$ cat config.mk
export PLATFORM = sky130hd
export DESIGN_NAME = adc_seq_ctrl
export DESIGN_NICKNAME = d
export VERILOG_FILES = /design/src/rtl/adc_seq_pkg.sv /design/src/rtl/adc_eoc_watch.sv /design/src/rtl/adc_rd_capture.sv /design/src/rtl/adc_seq_fsm.sv /design/src/rtl/adc_seq_ctrl.sv
export SDC_FILE = /design/constraint.sdc
export NUM_CORES = 1
export LEC_CHECK = 0
export ABC_AREA = 1
export BUFFER_PORTS_ARGS = -buffer_cell sky130_fd_sc_hd__buf_2
export CORE_MARGIN = 2
export CORE_UTILIZATION = 50
export CTS_CLUSTER_DIAMETER = 50
export CTS_CLUSTER_SIZE = 24
export DETAILED_ROUTE_END_ITERATION = 8
export HOLD_SLACK_MARGIN = 0.12
export PLACE_DENSITY = 0.74
export SLEW_MARGIN = 20
export SYNTH_ARGS = -nofsm -noshare
export SYNTH_HDL_FRONTEND = slang
export SYNTH_SLANG_ARGS = --single-unit
$ cat constraint.sdc
create_clock -name clk -period 2 [get_ports clk]
set_input_delay 0.2 -clock clk [delete_from_list [all_inputs] [get_ports clk]]
set_output_delay 0.2 -clock clk [all_outputs]
set_load 0.05 [all_outputs]
$ cat src/rtl/adc_seq_pkg.sv
`timescale 1ns/1ps
package adc_seq_pkg;

    typedef enum logic [3:0] {
        ST_IDLE,
        ST_CFG,
        ST_REL,
        ST_ACQ,
        ST_CONV,
        ST_RDLO,
        ST_RDHI,
        ST_GAP,
        ST_ERR
    } seq_st_e;

    function automatic int unsigned umax(input int unsigned a, input int unsigned b);
        return (a > b) ? a : b;
    endfunction

    function automatic int unsigned umin(input int unsigned a, input int unsigned b);
        return (a < b) ? a : b;
    endfunction

endpackage

$ cat src/rtl/adc_eoc_watch.sv
`timescale 1ns/1ps
module adc_eoc_watch #(
    parameter int unsigned EOC_TIMEOUT = 1000
) (
    input  logic clk,
    input  logic rst_n,
    input  logic arm_i,
    input  logic eoc_i,
    output logic fell_o,
    output logic late_o
);
    localparam int unsigned TW = $clog2(EOC_TIMEOUT + 1);

    typedef struct packed {
        logic          prev;
        logic [TW-1:0] tcnt;
    } watch_t;

    watch_t d, q;

    always_comb begin
        d      = q;
        d.prev = eoc_i;
        fell_o = arm_i && q.prev && !eoc_i;
        late_o = arm_i && !fell_o && (q.tcnt == TW'(EOC_TIMEOUT - 1));
        if (arm_i) begin
            d.tcnt = q.tcnt + 1'b1;
        end else begin
            d.tcnt = '0;
        end
    end

    always_ff @(posedge clk or negedge rst_n) begin
        if (!rst_n) begin
            q <= '0;
        end else begin
            q <= d;
        end
    end
endmodule

$ cat src/rtl/adc_rd_capture.sv
`timescale 1ns/1ps
module adc_rd_capture #(
    parameter int unsigned DW  = 16,
    parameter int unsigned CHW = 3
) (
    input  logic           clk,
    input  logic           rst_n,
    input  logic           cap_i,
    input  logic [CHW-1:0] ch_i,
    input  logic [DW-1:0]  bus_i,
    output logic           valid_o,
    output logic [DW-1:0]  data_o,
    output logic [CHW-1:0] chan_o
);
    typedef struct packed {
        logic           valid;
        logic [DW-1:0]  data;
        logic [CHW-1:0] chan;
    } cap_t;

    cap_t d, q;

    always_comb begin
        d       = q;
        d.valid = cap_i;
        if (cap_i) begin
            d.data = bus_i;
            d.chan = ch_i;
        end
    end

    always_ff @(posedge clk or negedge rst_n) begin
        if (!rst_n) begin
            q <= '0;
        end else begin
            q <= d;
        end
    end

    assign valid_o = q.valid;
    assign data_o  = q.data;
    assign chan_o  = q.chan;
endmodule

$ cat src/rtl/adc_seq_fsm.sv
`timescale 1ns/1ps
module adc_seq_fsm
    import adc_seq_pkg::*;
#(
    parameter int unsigned NCH       = 8,
    parameter int unsigned CFG_W     = 4,
    parameter int unsigned IW        = 8,
    parameter int unsigned WR_LO_CYC = 4,
    parameter int unsigned ACQ_CYC   = 125,
    parameter int unsigned PULSE_CYC = 3,
    parameter int unsigned QUIET_CYC = 63,
    parameter int unsigned RD_LO_CYC = 4,
    parameter int unsigned RD_HI_CYC = 4,
    localparam int unsigned CHW      = (NCH > 1) ? $clog2(NCH) : 1
) (
    input  logic             clk,
    input  logic             rst_n,
    input  logic             start_i,
    input  logic             cont_i,
    input  logic [IW-1:0]    interval_i,
    input  logic [CFG_W-1:0] cfg_i,
    input  logic             fell_i,
    input  logic             late_i,
    output seq_st_e          st_o,
    output logic [CHW-1:0]   ch_o,
    output logic [CFG_W-1:0] cfg_o,
    output logic             cap_o
);
    localparam int unsigned A0      = umax(ACQ_CYC, QUIET_CYC);
    localparam int unsigned A1      = umax(PULSE_CYC, QUIET_CYC);
    localparam int unsigned STRB    = umax(WR_LO_CYC, umax(RD_LO_CYC, RD_HI_CYC));
    localparam int unsigned CNT_MAX = umax(umax(A0, A1), umax(STRB, 2 ** IW));
    localparam int unsigned CW      = $clog2(CNT_MAX + 1);

    typedef struct packed {
        seq_st_e          st;
        logic [CW-1:0]    cnt;
        logic [CHW-1:0]   ch;
        logic [CFG_W-1:0] cfg;
    } fsm_t;

    fsm_t d, q;
    logic [CW-1:0] acq_len;

    always_comb begin
        d       = q;
        cap_o   = 1'b0;
        acq_len = q.cfg[0] ? CW'(A1) : CW'(A0);
        case (q.st)
            ST_IDLE: begin
                if (start_i) begin
                    d.st  = ST_CFG;
                    d.cfg = cfg_i;
                    d.cnt = '0;
                end
            end
            ST_CFG: begin
                if (q.cnt == CW'(WR_LO_CYC - 1)) begin
                    d.st  = ST_REL;
                    d.cnt = '0;
                end else begin
                    d.cnt = q.cnt + 1'b1;
                end
            end
            ST_REL: begin
                d.st  = ST_ACQ;
                d.cnt = '0;
            end
            ST_ACQ: begin
                if (q.cnt == acq_len - 1'b1) begin
                    d.st  = ST_CONV;
                    d.cnt = '0;
                end else begin
                    d.cnt = q.cnt + 1'b1;
                end
            end
            ST_CONV: begin
                if (fell_i) begin
                    d.st  = ST_RDLO;
                    d.ch  = '0;
                    d.cnt = '0;
                end else if (late_i) begin
                    d.st  = ST_ERR;
                end
            end
            ST_RDLO: begin
                if (q.cnt == CW'(RD_LO_CYC - 1)) begin
                    cap_o = 1'b1;
                    d.st  = ST_RDHI;
                    d.cnt = '0;
                end else begin
                    d.cnt = q.cnt + 1'b1;
                end
            end
            ST_RDHI: begin
                if (q.cnt == CW'(RD_HI_CYC - 1)) begin
                    d.cnt = '0;
                    if (q.ch == CHW'(NCH - 1)) begin
                        d.st = cont_i ? ST_GAP : ST_IDLE;
                    end else begin
                        d.ch = q.ch + 1'b1;
                        d.st = ST_RDLO;
                    end
                end else begin
                    d.cnt = q.cnt + 1'b1;
                end
            end
            ST_GAP: begin
                if (q.cnt >= CW'(interval_i)) begin
                    d.st  = ST_ACQ;
                    d.cnt = '0;
                end else begin
                    d.cnt = q.cnt + 1'b1;
                end
            end
            ST_ERR: begin
                d.st = ST_IDLE;
            end
            default: begin
                d.st = ST_IDLE;
            end
        endcase
    end

    always_ff @(posedge clk or negedge rst_n) begin
        if (!rst_n) begin
            q <= '{st: ST_IDLE, cnt: '0, ch: '0, cfg: '0};
        end else begin
            q <= d;
        end
    end

    assign st_o  = q.st;
    assign ch_o  = q.ch;
    assign cfg_o = q.cfg;
endmodule

$ cat src/rtl/adc_seq_ctrl.sv
`timescale 1ns/1ps
module adc_seq_ctrl
    import adc_seq_pkg::*;
#(
    parameter int unsigned NCH         = 8,
    parameter int unsigned DW          = 16,
    parameter int unsigned CFG_W       = 4,
    parameter int unsigned IW          = 8,
    parameter int unsigned WR_LO_CYC   = 4,
    parameter int unsigned ACQ_CYC     = 125,
    parameter int unsigned PULSE_CYC   = 3,
    parameter int unsigned QUIET_CYC   = 63,
    parameter int unsigned RD_LO_CYC   = 4,
    parameter int unsigned RD_HI_CYC   = 4,
    parameter int unsigned EOC_TIMEOUT = 1000,
    localparam int unsigned CHW        = (NCH > 1) ? $clog2(NCH) : 1
) (
    input  logic             clk,
    input  logic             rst_n,
    input  logic             start_i,
    input  logic             cont_i,
    input  logic [IW-1:0]    interval_i,
    input  logic [CFG_W-1:0] cfg_i,
    output logic             cs_n_o,
    output logic             wr_n_o,
    output logic             rd_n_o,
    output logic             convst_o,
    input  logic             eoc_i,
    output logic [CFG_W-1:0] bus_o,
    output logic             bus_oe_o,
    input  logic [DW-1:0]    bus_i,
    output logic             valid_o,
    output logic [DW-1:0]    data_o,
    output logic [CHW-1:0]   chan_o,
    output logic             busy_o,
    output logic             timeout_o
);
    localparam int unsigned MIN_LOW = umin(umax(ACQ_CYC, QUIET_CYC), umax(PULSE_CYC, QUIET_CYC));

    seq_st_e          st;
    logic [CHW-1:0]   ch;
    logic [CFG_W-1:0] cfg_q;
    logic             cap;
    logic             fell;
    logic             late;

    adc_seq_fsm #(
        .NCH(NCH), .CFG_W(CFG_W), .IW(IW), .WR_LO_CYC(WR_LO_CYC),
        .ACQ_CYC(ACQ_CYC), .PULSE_CYC(PULSE_CYC), .QUIET_CYC(QUIET_CYC),
        .RD_LO_CYC(RD_LO_CYC), .RD_HI_CYC(RD_HI_CYC)
    ) u_fsm (
        .clk(clk), .rst_n(rst_n), .start_i(start_i), .cont_i(cont_i),
        .interval_i(interval_i), .cfg_i(cfg_i), .fell_i(fell), .late_i(late),
        .st_o(st), .ch_o(ch), .cfg_o(cfg_q), .cap_o(cap)
    );

    adc_eoc_watch #(
        .EOC_TIMEOUT(EOC_TIMEOUT)
    ) u_eoc (
        .clk(clk), .rst_n(rst_n), .arm_i(st == ST_CONV), .eoc_i(eoc_i),
        .fell_o(fell), .late_o(late)
    );

    adc_rd_capture #(
        .DW(DW), .CHW(CHW)
    ) u_cap (
        .clk(clk), .rst_n(rst_n), .cap_i(cap), .ch_i(ch), .bus_i(bus_i),
        .valid_o(valid_o), .data_o(data_o), .chan_o(chan_o)
    );

    always_comb begin
        cs_n_o   = 1'b1;
        wr_n_o   = 1'b1;
        rd_n_o   = 1'b1;
        convst_o = 1'b1;
        bus_oe_o = 1'b0;
        case (st)
            ST_CFG: begin
                cs_n_o   = 1'b0;
                wr_n_o   = 1'b0;
                bus_oe_o = 1'b1;
            end
            ST_REL: begin
                cs_n_o   = 1'b0;
                bus_oe_o = 1'b1;
            end
            ST_ACQ:  convst_o = 1'b0;
            ST_RDLO: begin
                cs_n_o = 1'b0;
                rd_n_o = 1'b0;
            end
            ST_RDHI: cs_n_o = 1'b0;
            default: ;
        endcase
    end

    assign bus_o     = cfg_q;
    assign busy_o    = (st != ST_IDLE);
    assign timeout_o = (st == ST_ERR);
endmodule

Yosys cells after proc, flatten, opt, wreduce, memory -nomap -nowiden
Cells that the tools add are included.
{"block": "word_totals", "word_cells": 80, "output_inout_bits": 31, "memories": 0, "mem_bits_ro": 0, "inputBits": 33, "reg_bits": 51, "latchBits": 0, "ramBits": 0}
{"block": "classes", "magnitude_cmp": 1, "n_div": 0, "n_mux": 28, "mul": 0, "reduce_logical": 17, "addsub": 4, "n_bitwise": 0, "shift": 0, "n_eq_ne": 21}
{"op": "9-bit one-hot mux with 6 select lines", "n": 1}
{"op": "4-bit 2-to-1 mux", "n": 8}
{"op": "4-bit one-hot mux with 8 select lines", "n": 1}
{"op": "9-bit 2-to-1 mux", "n": 3}
{"op": "4-bit by 3-bit == test with 1-bit output (second input constant)", "n": 4}
{"op": "13-bit 2-to-1 mux", "n": 1}
{"op": "12-bit 2-to-1 mux", "n": 1}
{"op": "10-bit by 1-bit adder with 10-bit output (second input constant)", "n": 1}
{"op": "10-bit == test (second input constant)", "n": 1}
{"op": "10-bit 2-to-1 mux", "n": 1}
{"op": "2-bit by 1-bit inequality test with 1-bit output (second input constant)", "n": 5}
{"op": "9-bit by 1-bit adder with 9-bit output (second input constant)", "n": 1}
{"op": "9-bit by 2-bit == test with 1-bit output (second input constant)", "n": 1}
{"op": "9-bit == test", "n": 1}
{"op": "9-bit by 8-bit >= comparator with 1-bit output", "n": 1}
{"op": "3-bit 2-to-1 mux", "n": 3}
{"op": "9-bit by 1-bit subtractor with 9-bit output (second input constant)", "n": 1}
{"op": "4-bit by 2-bit == test with 1-bit output (second input constant)", "n": 2}
{"op": "1-bit 2-to-1 mux", "n": 7}
{"op": "7-bit 2-to-1 mux", "n": 1}
{"op": "7-bit AND reduction", "n": 1}
{"op": "2-bit inequality test (second input constant)", "n": 3}
{"op": "3-bit one-hot mux with 2 select lines", "n": 1}
{"op": "6-bit nonzero test", "n": 1}
{"op": "16 further kinds", "n": 20}

Longest topological paths before layout
{"block": "depth", "depth_word": 9, "ltp_mapped": 13, "depth_no_buf": 13}

Modules after synthesis
From an unflattened synthesis, not the netlist that was laid out.
{"block": "hier_totals", "hier_cells": 384, "hier_area_um2": 2981.6}
{"module": "adc_seq_fsm", "n_inst": 1, "area_each_um2": 1581.5, "seq_area_each_um2": 500.5, "cells_per_inst": 219}
{"module": "adc_rd_capture", "n_inst": 1, "area_each_um2": 763.2, "seq_area_each_um2": 500.5, "cells_per_inst": 81}
{"module": "adc_eoc_watch", "n_inst": 1, "area_each_um2": 550.5, "seq_area_each_um2": 275.3, "cells_per_inst": 66}
{"module": "adc_seq_ctrl", "n_inst": 1, "area_each_um2": 86.3, "seq_area_each_um2": 0.0, "cells_per_inst": 18}

Worst setup path before layout
No wires, ideal clock.
{"block": "synth_path", "kind": "reg2out", "startpoint": "reg u_fsm.q, in the netlist u_fsm.st_o[1]", "endpoint": "out timeout_o", "required_ns": 1.800, "arrival_time_ns": 2.011, "n_path_buf": 0, "path_stages_with_launch": 2, "setup_slack_ns": -0.211, "path_cell_list": "dfrtp_1 > nor4_1"}
{"block": "synth_via", "elab_chain_len": 1}
{"element": "from (decl)", "line": "adc_seq_fsm.sv:42", "rtl": "fsm_t d, q;"}
{"element": "from (signal assigned)", "line": "adc_seq_fsm.sv:127", "rtl": "q <= '{st: ST_IDLE, cnt: '0, ch: '0, cfg: '0};"}
{"element": "4-bit == test", "line": "adc_seq_ctrl.sv:99", "rtl": "assign timeout_o = (st == ST_ERR);"}
{"element": "to (decl)", "line": "adc_seq_ctrl.sv:36", "rtl": "output logic timeout_o"}
No other way between the ends.

Worst setup path in the final report
{"block": "layout_path", "startpoint": "reg u_fsm.q, in the netlist u_fsm.st_o[3]", "endpoint": "out cs_n_o"}
{"block": "layout_via", "elab_chain_len": 3, "elab_cells_between_ends": 6, "classes_between": "eq/ne: 4; mux: 1; reduce/logical: 1"}
{"element": "4-bit by 1-bit == test with 1-bit output, or another cell as far along", "line": "adc_seq_ctrl.sv:77", "rtl": "case (st)"}
{"element": "4-bit OR reduction (no line) *"}
{"element": "1-bit 2-to-1 mux *", "line": "adc_seq_ctrl.sv:77"}
{"element": "to (decl)", "line": "adc_seq_ctrl.sv:24", "rtl": "output logic cs_n_o,"}
Every way passes the cells marked *; elsewhere a longest branch is shown, timed or not.

==> results.yml <==
outcome:
  status: "finished clean"
power:
  sw_frac_of_total: 0.4762
  power.density_nw_per_um2: 1193
  p_int_mw: 2.211
  total_power_mw: 4.221
  pwr-share-seq: 0.339
  p_sw_mw: 2.010
  power.leakage_nw: 1.820
  peakVddDrop_v: 0.0005982
  p_clk_frac: 0.176
  p_comb_frac: 0.485
die:
  dieHeight_um: 79.54
  die_x_um: 79.54
  start_util: 0.5181
  core_area_sq_um: 5507
  rows: 27
  die_area_sq_um: 6326
  ioPinCount: 64
clock_network:
  ctsLongestPathBuffers: 2
  clkTransAtPathRegs_ps: 90
  cts-root-buf: "clkbuf_8"
  clkLatencyLatePin_ps: 310
  numCtsBuffers: 5
  clock_sinks: 51
  htree_levels: 2
  cts_tree: "yes"
  cts_setup_buffers: 0
finish:
  layout_common_cells: "nand2_1 (100), buf_2 (63), inv_1 (52), dfrtp_1 (50), nor2_1 (19)"
  layout-drive-gt1-share: 0.2494
  area_growth_pct: 24.08
  antenna_cells: 0
  layout_commonest_cell: "nand2_1"
  final_nets: 481
  fillers: 481
  final_cells: 509
synth:
  netlist_area_sq_um: 2853
  synth_warnings: 0
  synthDistinctLibCells: 34
  syn_nets: 397
  syn_area_per_cell_sq_um: 8.104
  ys_ff_latch: 51
  seq_area_frac_synth: 0.4474
  synth_edf_count: 0
  ys.flop_type: "dfrtp_1"
  async_flop_share: 1.000
  synthCells: 352
sta:
  slew_viol_final: 0
  finalSetupViolCount: 0
  tightestPinTransition_ps: 546.4
  min_period_ps: 1867
  max_freq_ghz: 0.5357
  hold_viol: 0
  fin_crit_sh: 0.9333
  rsz0062_at_grt: "false"
  skew_ps: 9.011
  tns_ps: 0
  slew_headroom: 0.6358
place:
  io_buffer_count: 63
  post-place-cells: 483
  gp_congestion: 0.8787
  dpl.hpwl_um: 4721
global_routing:
  grt_pass1_vias: 2434
  track_usage: 0.2165
  antenna_found_initial: 0
  overflow: 0
  grt_pass1_wl_um: 10720
  grt_max_degree: 25
critical_path:
  worst_setup_path_end_kind: "output port"
  critical_path_class: "flip-flop to output port"
  cp_max_fo: 5
  critPathLaunchType: "flip-flop"
  crit_arrival_ps: 1670
  required_ps: 1800
route:
  firstDrtPassIters: 4
  wl_um: 6351
  drt-initial-drc-count: 141
  wl_per_cell_um: 12.48
  drc: 0
  final_antenna_net_count: 0
  via_per_inst: 4.976
  vias: 2533
job:
  max-cap-violations: 0
min_path:
  hold_class: "input port to flip-flop"
[per-stage QoR]
stage / cell area, sq um / hold slack [ps] / util / worst slack, ps
6_report: 3540 / 127.2 / 0.6428 / 133.4
5_1_grt: 3540 / 129.2 / 0.6428 / 14.52
4_1_cts: 3523 / 122.9 / 0.6399 / 45.41
3_5_place_dp: 3226 / 215.5 / 0.5858 / 145.3
3_3_place_gp: 3226 / 225.6 / 0.5858 / 187.7
2_1_floorplan: 2859 / -95.59 / - / 277.4
[flip-flops by register name, summed over array words and instances (netlist names)]
signal         count
u_fsm.cfg_o        4
u_eoc.q           11
u_cap.chan_o       3
u_cap.data_o      16
u_fsm.q            9
u_fsm.ch_o         3
u_fsm.st_o         4
u_cap.valid_o      1
[routing by layer]
layer,part of all wire,vias up,track usage
li1,-,1290,-
met3,0.041,9,0.03054
met5,0,-,0
met1,0.43,1179,0.2721
met4,0.011,0,0.06207
met2,0.52,55,0.3866
[power by group through the flow]
stage	sequential, mW	combinational [mW]	clock (mW)
after floorplan	1.76	1.25	0
after global placement	1.44	1.96	0
after detailed placement	1.44	2.00	0
after CTS	1.42	2.04	0.759
after global routing	1.47	2.22	0.801
final	1.43	2.05	0.743
[area by class of cell]
type	instances	area, sq um	share of cell area
clock buffers	6	82.58	0.02333
clock inverters	2	35.03	0.009898
inverters	58	220.2	0.06221
multi-input cells	235	1309	0.3697
flip-flops and latches	51	1277	0.3609
well taps	72	90.09	0.02545
repair buffers	85	525.5	0.1485
[repair_timing]
item	CTS	global route
setup endpoints to repair	0	4
hold endpoints to repair	39	0
gates resized for setup	0	5
hold buffers	18	0
[worst max-delay path: stages, from the launching register on]
cell	delay, ps
dfrtp_1	460
inv_2	80
nand2_2	120
nor3_4	70
nor2_1	170
inv_1	80
nor2_1	100
buf_2	280
[cell usage after synthesis (2+ instances only)]
cell | count | share of area
o21ai_0 | 12 | 0.021
nor2_1 | 20 | 0.026
ha_1 | 12 | 0.053
inv_1 | 52 | 0.068
nor4_1 | 4 | 0.0088
inv_2 | 5 | 0.0066
dfrtp_1 | 51 | 0.45
nand4_1 | 12 | 0.026
a21oi_1 | 11 | 0.019
o21ai_2 | 3 | 0.0092
nand3b_1 | 2 | 0.0053
a21oi_2 | 2 | 0.0061
buf_6 | 3 | 0.012
mux2_2 | 4 | 0.016
xor2_1 | 6 | 0.018
buf_4 | 4 | 0.011
nor2_2 | 2 | 0.0044
nand3_1 | 16 | 0.028
nand2_2 | 3 | 0.0066
nor3_1 | 13 | 0.023
nor3_4 | 2 | 0.011
o21ai_1 | 2 | 0.0035
nand2_1 | 100 | 0.13
[cells by family (layout without fill, tap and decap cells)]
group,Yosys count,in the layout,synth area share
flops,51,51,0.4474
simple gates,179,179,0.2912
xor+xnor,6,6,0.01842
compound gates,34,34,0.07325
buf+inv,66,151,0.1013
fa+ha+maj,12,12,0.05263
mux,4,4,0.01579
[path summary, 6_finish.rpt]
kind | slack (ps) | cells after the start | from | end
worst max register to register | 150 | 8 | u_fsm.q[8] | u_cap.data_o[4]
worst max-delay path | 130 | 7 | u_fsm.st_o[3] | cs_n_o
worst min-delay path | 130 | 2 | cfg_i[0] | u_fsm.cfg_o[0]
max in group asynchronous | 970 | 3 | rst_n | u_fsm.st_o[3]
min in group asynchronous | 410 | 2 | rst_n | u_fsm.st_o[0]
worst min register to register | 470 | 1 | u_eoc.q[0] | u_eoc.q[0]
Power figures use the tool's default switching activity.
